<file path="config.mk">
export PLATFORM = sky130hd
export DESIGN_NAME = pattern_seek
export DESIGN_NICKNAME = d
export VERILOG_FILES = /design/src/rtl/pseek_pkg.sv /design/src/rtl/pseek_patbuf.sv /design/src/rtl/pseek_addrgen.sv /design/src/rtl/pseek_ctrl.sv /design/src/rtl/pattern_seek.sv
export SDC_FILE = /design/constraint.sdc
export NUM_CORES = 1
export LEC_CHECK = 0
export BUFFER_PORTS_ARGS = -buffer_cell sky130_fd_sc_hd__buf_4
export CAP_MARGIN = 10
export CORE_MARGIN = 2
export CORE_UTILIZATION = 52
export CTS_BUF_LIST = sky130_fd_sc_hd__clkbuf_16
export DETAILED_ROUTE_END_ITERATION = 8
export PLACE_DENSITY = 0.82
export SETUP_SLACK_MARGIN = 0.1
export SKIP_LAST_GASP = 1
export SLEW_MARGIN = 25
export SYNTH_ARGS = -nofsm -noshare
export SYNTH_HDL_FRONTEND = slang
export SYNTH_SLANG_ARGS = --single-unit
export TNS_END_PERCENT = 30
</file>
<file path="constraint.sdc">
create_clock -name clk -period 4.75 [get_ports clk]
set_input_delay 0.475 -clock clk [delete_from_list [all_inputs] [get_ports clk]]
set_output_delay 0.475 -clock clk [all_outputs]
set_load 0.01 [all_outputs]
</file>
<file path="src/rtl/pseek_pkg.sv">
// Shared types for the pattern search engine.
// Assumes: nothing beyond the enum encoding being free for synthesis.
package pseek_pkg;
    typedef enum logic [2:0] {
        ST_IDLE     = 3'd0,
        ST_LOAD_REQ = 3'd1,
        ST_LOAD_CAP = 3'd2,
        ST_CMP_REQ  = 3'd3,
        ST_CMP_CHK  = 3'd4
    } seek_state_t;
endpackage

</file>
<file path="src/rtl/pseek_patbuf.sv">
// Pattern byte buffer: MAX_PAT registered bytes, one write port, one
// combinational read port addressed by index.
// Assumes: the index is below MAX_PAT whenever the write enable is set.
module pseek_patbuf #(
    parameter int MAX_PAT = 16,
    localparam int IDX_W  = (MAX_PAT > 1) ? $clog2(MAX_PAT) : 1
) (
    input  logic             clk,
    input  logic             wr_en,
    input  logic [IDX_W-1:0] wr_idx,
    input  logic [7:0]       wr_data,
    input  logic [IDX_W-1:0] rd_idx,
    output logic [7:0]       rd_data
);
    logic [7:0] slot [MAX_PAT];

    for (genvar g = 0; g < MAX_PAT; g++) begin : g_slot
        // Capture one pattern byte into slot g.
        always_ff @(posedge clk) begin
            if (wr_en && (wr_idx == IDX_W'(g)))
                slot[g] <= wr_data;
        end
    end

    // Select the byte used by the compare step.
    always_comb begin
        rd_data = slot[rd_idx];
    end
endmodule

</file>
<file path="src/rtl/pseek_addrgen.sv">
// Read address generator: while the pattern loads, it points into the
// pattern; while candidates are compared, it points at region base +
// candidate + index.
// Assumes: the addresses wrap modulo 2**ADDR_W.
module pseek_addrgen #(
    parameter int ADDR_W = 32,
    parameter int PLEN_W = 8
) (
    input  logic              sel_pat,
    input  logic [ADDR_W-1:0] pat_base,
    input  logic [ADDR_W-1:0] blk_base,
    input  logic [ADDR_W-1:0] cand,
    input  logic [PLEN_W-1:0] idx,
    output logic [ADDR_W-1:0] mem_addr
);
    // Choose the pattern or the region address.
    always_comb begin
        if (sel_pat)
            mem_addr = pat_base + ADDR_W'(idx);
        else
            mem_addr = blk_base + cand + ADDR_W'(idx);
    end
endmodule

</file>
<file path="src/rtl/pseek_ctrl.sv">
// Search sequencer. It holds the resumable position, loads the pattern,
// and steps candidate starts one byte at a time.
// Assumes: the request inputs stay stable from activate until done.
// A rewind strobe overrides everything else.
module pseek_ctrl
    import pseek_pkg::*;
#(
    parameter int ADDR_W  = 32,
    parameter int PLEN_W  = 8,
    parameter int MAX_PAT = 16,
    localparam int IDX_W  = (MAX_PAT > 1) ? $clog2(MAX_PAT) : 1
) (
    input  logic              clk,
    input  logic              rst_n,
    input  logic              rewind,
    input  logic              activate,
    input  logic [ADDR_W-1:0] pat_addr,
    input  logic [PLEN_W-1:0] pat_len,
    input  logic [ADDR_W-1:0] blk_addr,
    input  logic [ADDR_W-1:0] blk_len,
    input  logic [7:0]        mem_rdata,
    input  logic [7:0]        pat_byte,
    output logic              mem_rd,
    output logic              sel_pat,
    output logic [ADDR_W-1:0] pat_base,
    output logic [ADDR_W-1:0] blk_base,
    output logic [ADDR_W-1:0] cand,
    output logic [PLEN_W-1:0] idx,
    output logic              buf_wr,
    output logic [IDX_W-1:0]  buf_idx,
    output logic              busy,
    output logic              done,
    output logic [ADDR_W-1:0] found
);
    localparam logic [ADDR_W-1:0] NONE = '1;

    seek_state_t       st;
    logic [ADDR_W-1:0] pos;
    logic [ADDR_W-1:0] blen;
    logic [PLEN_W-1:0] plen;
    logic              req_ok;
    logic              last_idx;
    logic              last_cand;
    logic [ADDR_W-1:0] len_ext;

    // Decide whether a fresh request can fit in the rest of the region.
    always_comb begin
        len_ext = ADDR_W'(pat_len);
        req_ok  = (pat_len != '0) && (pat_len <= PLEN_W'(MAX_PAT))
                  && (blk_len >= len_ext) && (pos <= blk_len - len_ext);
    end

    // Flags for the last pattern byte and the last candidate start.
    always_comb begin
        last_idx  = (idx == plen - PLEN_W'(1));
        last_cand = (cand == blen - ADDR_W'(plen));
    end

    // Drive the read port and the buffer from the state.
    always_comb begin
        mem_rd  = (st == ST_LOAD_REQ) || (st == ST_CMP_REQ);
        sel_pat = (st == ST_LOAD_REQ);
        buf_wr  = (st == ST_LOAD_CAP);
        buf_idx = idx[IDX_W-1:0];
        busy    = (st != ST_IDLE);
    end

    // Main sequencer: request intake, pattern load, candidate compare.
    always_ff @(posedge clk) begin
        if (!rst_n) begin
            st       <= ST_IDLE;
            pos      <= '0;
            done     <= 1'b0;
            found    <= NONE;
            idx      <= '0;
            cand     <= '0;
            plen     <= '0;
            blen     <= '0;
            pat_base <= '0;
            blk_base <= '0;
        end else if (rewind) begin
            st    <= ST_IDLE;
            pos   <= '0;
            done  <= 1'b0;
            found <= NONE;
            idx   <= '0;
        end else begin
            unique case (st)
                ST_IDLE: begin
                    if (activate) begin
                        if (req_ok) begin
                            done     <= 1'b0;
                            pat_base <= pat_addr;
                            blk_base <= blk_addr;
                            plen     <= pat_len;
                            blen     <= blk_len;
                            cand     <= pos;
                            idx      <= '0;
                            st       <= ST_LOAD_REQ;
                        end else begin
                            done  <= 1'b1;
                            found <= NONE;
                        end
                    end
                end
                ST_LOAD_REQ: st <= ST_LOAD_CAP;
                ST_LOAD_CAP: begin
                    if (last_idx) begin
                        idx <= '0;
                        st  <= ST_CMP_REQ;
                    end else begin
                        idx <= idx + PLEN_W'(1);
                        st  <= ST_LOAD_REQ;
                    end
                end
                ST_CMP_REQ: st <= ST_CMP_CHK;
                ST_CMP_CHK: begin
                    if (mem_rdata == pat_byte) begin
                        if (last_idx) begin
                            found <= blk_base + cand;
                            pos   <= cand + ADDR_W'(1);
                            done  <= 1'b1;
                            st    <= ST_IDLE;
                        end else begin
                            idx <= idx + PLEN_W'(1);
                            st  <= ST_CMP_REQ;
                        end
                    end else begin
                        idx <= '0;
                        if (last_cand) begin
                            found <= NONE;
                            pos   <= blen;
                            done  <= 1'b1;
                            st    <= ST_IDLE;
                        end else begin
                            cand <= cand + ADDR_W'(1);
                            st   <= ST_CMP_REQ;
                        end
                    end
                end
                default: st <= ST_IDLE;
            endcase
        end
    end
endmodule

</file>
<file path="src/rtl/pattern_seek.sv">
// Top level of the resumable pattern search engine. It connects the
// sequencer, the pattern buffer and the read address generator.
// Assumes: the memory returns mem_rdata one cycle after mem_rd and
// accepts a read on any cycle.
module pattern_seek #(
    parameter int ADDR_W  = 32,
    parameter int PLEN_W  = 8,
    parameter int MAX_PAT = 16,
    localparam int IDX_W  = (MAX_PAT > 1) ? $clog2(MAX_PAT) : 1
) (
    input  logic              clk,
    input  logic              rst_n,
    input  logic              rewind,
    input  logic              activate,
    input  logic [ADDR_W-1:0] pat_addr,
    input  logic [PLEN_W-1:0] pat_len,
    input  logic [ADDR_W-1:0] blk_addr,
    input  logic [ADDR_W-1:0] blk_len,
    output logic [ADDR_W-1:0] mem_addr,
    output logic              mem_rd,
    input  logic [7:0]        mem_rdata,
    output logic              busy,
    output logic              done,
    output logic [ADDR_W-1:0] found
);
    logic              sel_pat;
    logic [ADDR_W-1:0] pat_base;
    logic [ADDR_W-1:0] blk_base;
    logic [ADDR_W-1:0] cand;
    logic [PLEN_W-1:0] idx;
    logic              buf_wr;
    logic [IDX_W-1:0]  buf_idx;
    logic [7:0]        pat_byte;

    pseek_ctrl #(.ADDR_W(ADDR_W), .PLEN_W(PLEN_W), .MAX_PAT(MAX_PAT)) u_ctrl (
        .clk(clk), .rst_n(rst_n), .rewind(rewind), .activate(activate),
        .pat_addr(pat_addr), .pat_len(pat_len), .blk_addr(blk_addr),
        .blk_len(blk_len), .mem_rdata(mem_rdata), .pat_byte(pat_byte),
        .mem_rd(mem_rd), .sel_pat(sel_pat), .pat_base(pat_base),
        .blk_base(blk_base), .cand(cand), .idx(idx), .buf_wr(buf_wr),
        .buf_idx(buf_idx), .busy(busy), .done(done), .found(found)
    );

    pseek_patbuf #(.MAX_PAT(MAX_PAT)) u_buf (
        .clk(clk), .wr_en(buf_wr), .wr_idx(buf_idx), .wr_data(mem_rdata),
        .rd_idx(buf_idx), .rd_data(pat_byte)
    );

    pseek_addrgen #(.ADDR_W(ADDR_W), .PLEN_W(PLEN_W)) u_addr (
        .sel_pat(sel_pat), .pat_base(pat_base), .blk_base(blk_base),
        .cand(cand), .idx(idx), .mem_addr(mem_addr)
    );
endmodule

</file>
==> results summary, run 1 <==
The multi-input logic area is roughly 0.013 sq mm. The tool flagged a number of max-cap violations equal to 0. The data arrival at the endpoint of the critical path came out at about 4700 ps. The sum of routed wire length over all layers came out at 67.0 mm. The area enclosed by the die boundary is ~0.042 sq mm. The initial antenna violation count was 3. Yosys attributes the largest share of cell area to sky130_fd_sc_hd__dfxtp_1 (21%), sky130_fd_sc_hd__edfxtp_1 (18%), sky130_fd_sc_hd__mux2i_1 (6.4%).

The peak fanout along the critical path is 6. The overall overflow remaining after global route is 0. The CTS clock-pin slew for the worst setup and hold paths came out at around 60 ps. The smallest setup slack after layout came out at -465 ps. The via count of the first global-routing pass came to roughly 18k. The clock latency on the worst-skew pair came out at approximately 580 ps.

The average instance in the mapped netlist occupies between 9 and 10 sq um. For this run, the top clock speed supported by timing is approximately 190 MHz. The minimum setup slack after placement is -649 ps. The cell count after placement is 2933. For this run, the number of Yosys warnings is 0. The half-perimeter wire length after placement is about 44 mm. The placed standard-cell area came out at 0.0234 sq mm. Measured along the y axis, the die boundary spans just over 200 um. The biggest area contributor in the post-synthesis netlist is sky130_fd_sc_hd__dfxtp_1.

The area overhead of the layout relative to synthesis came out at 25.5%. In this run the cell area of the synthesized design comes to approximately 0.021 sq mm. The first global-routing pass estimated about 96 mm of wire. Yosys mapped a number of flops with a built-in enable equal to 128.

The total leakage power came out at roughly 10 nW. CTS placed an instance of sky130_fd_sc_hd__clkbuf_16 at the clock tree root. The slew at the pin closest to its max-slew limit came out at around 1000 ps. The final critical path takes up 110% of the cycle. The final number of hold-violating endpoints was 0. The net count of the finished layout is 2719. The worst setup path is launched from a flip-flop. The final-report max-slew violation count came to 0. The proportion of synthesized flip-flops having asynchronous set or reset came out at 0%. After the first detailed-routing iteration, the DRC count stood at between 1.5k and 2k. The number of instances in the synthesized netlist is 2237. TritonCTS built the clock tree. The path class of the tightest hold or removal check is in2reg.

The count of distinct cell types in the synthesized netlist came out at 86. Signal routing reaches up to met5. The maximum level of the CTS H-tree is 2. The most used flip-flop cell after synthesis is sky130_fd_sc_hd__dfxtp_1.

The number of port buffers is 182. The pre-antenna-repair detailed-routing pass consisted of 7 iterations. For this run, the total global-route usage over all layers was measured as about 29%. The final critical-path required period is ~5200 ps. The clock skew after layout is about 26 ps. Fill cells in the final layout number 2942. STA classifies the critical path endpoint as an output pin. The routed length on met1 is roughly 26 mm.

The pin count of the biggest net entering global routing came out at 86. The worst endpoint required time is approximately 4300 ps. The congestion estimate from routability-driven global placement came to ~0.96. The effective utilization at floorplan is a little over half. The via total after detailed routing came out at between 15k and 20k. Setup violations remaining at the end of the flow were counted as 14. The core region is 0.0396 sq mm. The routed wire length on met2 came out at between 30 and 40 mm. The checks that failed: negative setup slack. In this run the deepest clock path goes through 3 buffers. Setup repair after global routing could not meet its margin everywhere. The post-synthesis net count came out at approximately 2.5k.

The maximum VDD drop came out at between 0.2 and 0.25 mV. After detailed routing, the average wire length per cell comes to 21.9 um. The total power per unit cell area came out at around 250 mW/mm^2. The number of buffers added to fix hold violations after cts came out at 0.

The width of the chip came out at 204 um. The number of standard-cell rows in the floorplan is 73. The CTS buffer count came out at 37. The post-route DRC violation count came out at 0.

The worst relative slew slack came out at approximately a third. The top-level I/O count came out at approximately 180. Of the post-synthesis cell area, the dominant cell type holds 20.8%. The area taken by flip-flops and latches is around 0.0082 sq mm.

Clock tree synthesis found a total of ~340 sinks. The count of nets left with antenna violations after detail routing is 0. Of the cells placed in the final design, the portion with a size suffix greater than 1 is between 20% and 30%. The setup TNS came out at -3510 ps.

The run finished, with violations left. The critical path is of the reg2out type. Wire segments on met3 add up to 5.02 mm in the final route. The finished cells cover about 0.026 sq mm. Of the synthesized area, sequential elements account for 39.2%. In the routed layout, each cell is associated on average with a via count of 6.11. Counting flops and latches in the post-synthesis netlist gives 344. The final instance count without filler cells is approximately 3.1k.
-- what timing repair did --
item / 4_1_cts / 5_1_grt
endpoints found under the setup margin: 158 / 197
cloned: 0 / 17
buffers inserted: 17 / 26
pin swaps: 16 / 101
gates resized for setup: 52 / 205
-- critical path, stage by stage, from the launching register on --
cell and delay, ps:
sky130_fd_sc_hd__dfxtp_2 340, sky130_fd_sc_hd__ha_4 160, sky130_fd_sc_hd__fa_2 350, sky130_fd_sc_hd__a21o_1 210
sky130_fd_sc_hd__a221o_1 380, sky130_fd_sc_hd__buf_4 180, sky130_fd_sc_hd__o2bb2ai_4 170, sky130_fd_sc_hd__o211ai_1 370
sky130_fd_sc_hd__a21oi_1 180, sky130_fd_sc_hd__o31ai_2 340, sky130_fd_sc_hd__o2111ai_2 220, sky130_fd_sc_hd__or3_4 460
sky130_fd_sc_hd__o21a_1 190, sky130_fd_sc_hd__o21ai_0 250, sky130_fd_sc_hd__o21ai_1 160, sky130_fd_sc_hd__buf_4 180
-- per-layer routing --
metal / vias to the layer above / track usage [%]
met4: 2 / 11.8
met5: - / 0
met2: 940 / 50.9
li1: 8510 / -
met3: 251 / 4.66
met1: 9021 / 35.8
-- sequential cells by signal, summed over array words and instances, names as in the netlist, named ones only --
name / flops
u_buf.slot: 128
u_ctrl.blen: 32
u_ctrl.blk_base: 32
u_ctrl.cand: 32
u_ctrl.done: 1
u_ctrl.found: 32
u_ctrl.idx: 8
u_ctrl.pat_base: 32
u_ctrl.plen: 8
u_ctrl.pos: 32
u_ctrl.st: 3
-- cell families (layout without fill, tap and decap cells) --
| logic type | count (synthesis) | count (layout) | share of synthesized area [%] |
|---|---|---|---|
| adder cells (fa/ha/maj) | 97 | 97 | 5.97 |
| other | 0 | 2 | 0 |
| AND/OR/NAND/NOR | 836 | 836 | 18.7 |
| XOR/XNOR | 170 | 170 | 7.15 |
| flip-flops | 344 | 344 | 39.2 |
| AO/OA/AOI/OAI | 406 | 406 | 13.5 |
| multiplexers | 208 | 208 | 12.0 |
| buffers and inverters | 176 | 474 | 3.56 |
-- power breakdown --
part / switching [mW] / internal [mW]
clock: 1.29 / 1.61
combinational: 0.258 / 0.240
sequential: 0.00910 / 3.06
-- metrics by stage --
step / power, mW / hold WS [ps] / utilization, %
floorplan: 3.36 / 438 / -
global placement: 3.57 / 451 / 59.0
detailed placement: 3.58 / 457 / 59.0
CTS: 6.43 / 158 / 62.9
global route: 6.61 / 175 / 65.9
finish: 6.47 / 159 / 65.9
-- synthesized netlist by cell type (all sizes together), types with 29 or more instances --
library cell	instances
mux2i	133
a21oi	67
nor3	48
xnor2	82
o21ai	69
nand3	45
a21boi	120
ha	93
inv	45
nor2	214
nor2b	39
a21o	31
edfxtp	128
xor2	88
nand2	315
nand4	29
dfxtp	216
mux2	47
clkbuf	107
-- cell usage in the layout, fill, tap and decap left out, types with 28 or more instances in the layout --
cell / n
sky130_fd_sc_hd__mux2i_1: 132
sky130_fd_sc_hd__nand2_4: 28
sky130_fd_sc_hd__nand4_1: 29
sky130_fd_sc_hd__inv_1: 53
sky130_fd_sc_hd__nand3_1: 42
sky130_fd_sc_hd__mux4_2: 28
sky130_fd_sc_hd__edfxtp_1: 128
sky130_fd_sc_hd__nor2_1: 211
sky130_fd_sc_hd__o21ai_0: 52
sky130_fd_sc_hd__nand2_1: 279
sky130_fd_sc_hd__nor3_1: 42
sky130_fd_sc_hd__ha_1: 84
sky130_fd_sc_hd__a21oi_1: 57
sky130_fd_sc_hd__a21boi_2: 30
sky130_fd_sc_hd__mux2_2: 46
sky130_fd_sc_hd__xor2_1: 87
sky130_fd_sc_hd__buf_4: 318
sky130_fd_sc_hd__xnor2_1: 78
sky130_fd_sc_hd__clkbuf_16: 48
sky130_fd_sc_hd__a21boi_0: 74
sky130_fd_sc_hd__dfxtp_1: 211
sky130_fd_sc_hd__a21o_1: 31
sky130_fd_sc_hd__nor2b_1: 38
-- layout make-up --
type	count	area share (%)
antenna	2	0.0191
multi-input combinational	1717	48.8
clock inverter	31	1.02
timing repair buffer	361	12.2
clock buffer	37	3.54
sequential	344	31.3
inverter	45	0.656
tap	525	2.51
-- path summary, 6_finish.rpt --
| check | startpoint | end | slack, ps | depth (start not counted) |
|---|---|---|---|---|
| worst max-delay path | u_ctrl.cand[0] | mem_addr[26] | -460 | 15 |
| worst min-delay path | pat_addr[14] | u_ctrl.pat_base[14] | 160 | 3 |
| worst min register to register | u_ctrl.blk_base[30] | u_ctrl.blk_base[30] | 470 | 2 |
| worst max register to register | u_ctrl.plen[6] | u_ctrl.pos[8] | 380 | 15 |
Power figures use the tool's default switching activity.
==> run 2, diff against run 1 <==
==> constraint.sdc (replaced) <==
create_clock -name clk -period 4.75 [get_ports clk]
set_input_delay 1.1875 -clock clk [delete_from_list [all_inputs] [get_ports clk]]
set_output_delay 1.1875 -clock clk [all_outputs]
set_load 0.01 [all_outputs]
==> results summary, run 2 (synthesized netlist as in run 1, its figures left out) <==
The flow ran to the end, but the final reports show violations. The final reports fail on negative setup slack. The count of nets left with antenna violations once routing finished came out at 0. The sum of routed wire length over all layers came out at roughly 76 mm. After floorplanning, the core was divided into 73 placement rows. The number of maximum-capacitance violations came out at 0. The clock skew after layout is 15.0 ps. The deepest clock path buffer count is 3. The tree is rooted in a sky130_fd_sc_hd__clkbuf_16.

u_buf.slot holds more flip-flops than any other register. The final number of hold-violating endpoints is 0. The worst setup path is captured at an output pin. The initial antenna violation count came out at 0. After detailed placement, the design holds a cell count of 3069.

The via total after detailed routing is approximately 21k. The maximum level of the CTS H-tree is 2. The worst reg-to-reg path cell count came out at 17. The TritonCTS clock tree is built.

The area overhead of the layout relative to synthesis came out at 35.7%. The final-report max-slew violation count was 0. The total setup violations reported at the end of the flow is 210.

Excluding fillers, the count of instances in the completed layout stands at approximately 3.3k. The library cell used most frequently in the layout, excluding fill and tap cells, is sky130_fd_sc_hd__buf_4. The capturing point of the worst reg2reg path is u_ctrl.cand[11]. The filler cell count in the final layout is ~2.6k. The CTS buffer count came out at 38. The half-perimeter wire length after placement is approximately 45 mm. In this run the tightest slew margin relative to its limit is a little over a quarter. The total power came out at 6.74 mW.

The smallest setup slack after layout is -1310 ps. The clock latency on the worst-skew pair is a little under 600 ps. The number of design-rule violations left by the first detailed-router iteration came out at ~2.4k. The peak fanout along the critical path came out at 6.

Summed over all cells, the static leakage comes to ~12 nW. The flip-flop count of the largest register, all copies and words added came out at about 130. The first detailed-routing pass ran for 7 iterations. The worst-case hold slack came out at 465 ps. The worst hold path belongs to the class reg2reg. The final critical-path required period is between 6000 and 7000 ps. The startpoint identified for the worst register-to-register timing path is u_ctrl.plen[6]. The final weighted congestion of routability-driven global placement came out at between 0.9 and 1. The area enclosed by the die boundary came out at approximately 0.042 sq mm.

The critical path is of the reg2out type. The effective utilization at floorplan came out at between 50% and 60%. The slew at the pin closest to its max-slew limit came out at roughly 1100 ps.

IR analysis of the VDD net gives a maximum drop of about 0.28 mV. The final layout contains 2917 nets. The via count of the first global-routing pass is roughly 20k. The worst hold path passes through 2 cells. The number of buffers added to fix hold violations after cts is 0.

The overall overflow remaining after global route came out at 0. The width of the chip came out at between 200 and 250 um. The routed via count divided by cell count came out at approximately 6.3. The worst endpoint required time is around 3600 ps.

The final routed wire length divided by cell count is 23.3 um. The ratio of final minimum period to clock period is 128%. Across all register-to-register paths, the minimum setup slack is ~210 ps. Entering global routing, the biggest net connects 98 pins. Setup repair after global routing could not meet its margin everywhere.

For hold timing, the worst endpoint is u_ctrl.pat_base[30]. The area of the core is 0.0396 sq mm. The post-route DRC violation count came out at 0. The top-level I/O count came out at 183. Data arrives at the worst endpoint at between 4000 and 5000 ps. Cells fill a little under three quarters of the core in the end. The worst setup path is launched from a flip-flop. The global-route wire length before repair is 108 mm. Cells with a size suffix above 1 make up roughly a third of the layout. In this run the most critical hold path is launched from u_ctrl.pat_base[30]. For this run, the top clock speed supported by timing is between 150 and 200 MHz.

The number of port buffers is around 180. The diode insertion count for antenna repair is 0. The die extent in y came out at 204 um. The clock sink total came out at between 300 and 400.

The total global routing track utilization is approximately 33%. The total power per unit cell area came out at around 240 mW/mm^2. Clock-pin slew was measured on the worst setup and hold paths at approximately 70 ps. The library cells used most frequently in the layout, excluding fill and tap cells, are sky130_fd_sc_hd__buf_4 (482), sky130_fd_sc_hd__nand2_1 (283), sky130_fd_sc_hd__dfxtp_1 (212).
-- run 2: cell count changes in the layout (fill, tap and decap cells not counted), moves of 7 or more --
cell and change:
sky130_fd_sc_hd__buf_4 +164, sky130_fd_sc_hd__buf_6 +16, sky130_fd_sc_hd__a21boi_1 +15, sky130_fd_sc_hd__nand2_4 -15
sky130_fd_sc_hd__a21boi_2 -13, sky130_fd_sc_hd__buf_16 +11, sky130_fd_sc_hd__nand2_2 +11, sky130_fd_sc_hd__o21ai_2 +11
sky130_fd_sc_hd__buf_12 +7, sky130_fd_sc_hd__clkbuf_16 -7, sky130_fd_sc_hd__inv_1 -7, sky130_fd_sc_hd__or2_2 -7
sky130_fd_sc_hd__or2_4 +7
-- run 2: how the worst max path moves through the flow --
| stage | from | end | slack (ps) | depth (start not counted) |
|---|---|---|---|---|
| after global placement | pat_len[1] | u_ctrl.cand[28] | -1280 | 25 |
| after CTS | u_ctrl.blk_base[0] | mem_addr[27] | -970 | 18 |
| after floorplan | blk_len[1] | u_ctrl.cand[0] | -560 | 22 |
| after global routing | u_ctrl.blk_base[11] | mem_addr[27] | -1400 | 17 |
| after detailed placement | pat_len[1] | u_ctrl.cand[28] | -1410 | 25 |
| final | u_ctrl.cand[0] | mem_addr[27] | -1310 | 18 |
-- run 2: per-layer routing --
metal	vias up	share of wire (%)	global-route usage [%]
li1	8924	-	-
met1	9745	36	40.3
met2	1417	47	55.6
met3	451	9.2	5.61
met4	0	7.7	20.3
met5	-	0	0
-- run 2: timing repair --
action | CTS | global route
pin swaps | 96 | 74
gates resized for setup | 152 | 167
buffers inserted | 53 | 53
cloned | 19 | 4
setup endpoints to repair | 208 | 210
-- run 2: power breakdown --
group | switching, mW | internal, mW
Sequential | 0.00849 | 3.06
Clock | 1.38 | 1.72
Combinational | 0.287 | 0.288
Total | 1.67 | 5.07
-- run 2: critical path, cell delays in order, from the launching register on --
cell and delay [ps]:
sky130_fd_sc_hd__dfxtp_2 350, sky130_fd_sc_hd__ha_4 170, sky130_fd_sc_hd__fa_2 340, sky130_fd_sc_hd__a21o_1 220
sky130_fd_sc_hd__a221o_1 410, sky130_fd_sc_hd__buf_4 170, sky130_fd_sc_hd__o2bb2ai_2 230, sky130_fd_sc_hd__o211ai_1 260
sky130_fd_sc_hd__buf_4 170, sky130_fd_sc_hd__a21oi_2 80, sky130_fd_sc_hd__o31ai_2 350, sky130_fd_sc_hd__o2111ai_2 260
sky130_fd_sc_hd__buf_4 210, sky130_fd_sc_hd__nor2_2 210, sky130_fd_sc_hd__buf_4 150, sky130_fd_sc_hd__nand3_1 90
sky130_fd_sc_hd__xor2_1 180, sky130_fd_sc_hd__mux2i_1 250, sky130_fd_sc_hd__buf_4 180
-- run 2: final cells by class --
cell class	count	area (sq um)	area share (%)
well taps	525	657	2.32
inverters	45	174	0.615
multi-input cells	1717	12900	45.8
repair buffers	558	5030	17.8
clock buffers	38	951	3.36
clock inverters	31	338	1.19
flip-flops and latches	344	8170	28.9
-- run 2: through the flow --
step           TNS [ps]  worst slack [ps]  area (sq um)
5_1_grt         -155090             -1400         28300
3_3_place_gp    -203670             -1280         24500
3_5_place_dp    -230820             -1410         24500
6_report        -127530             -1310         28300
4_1_cts          -78330              -967         27300
2_1_floorplan    -63110              -563         21100
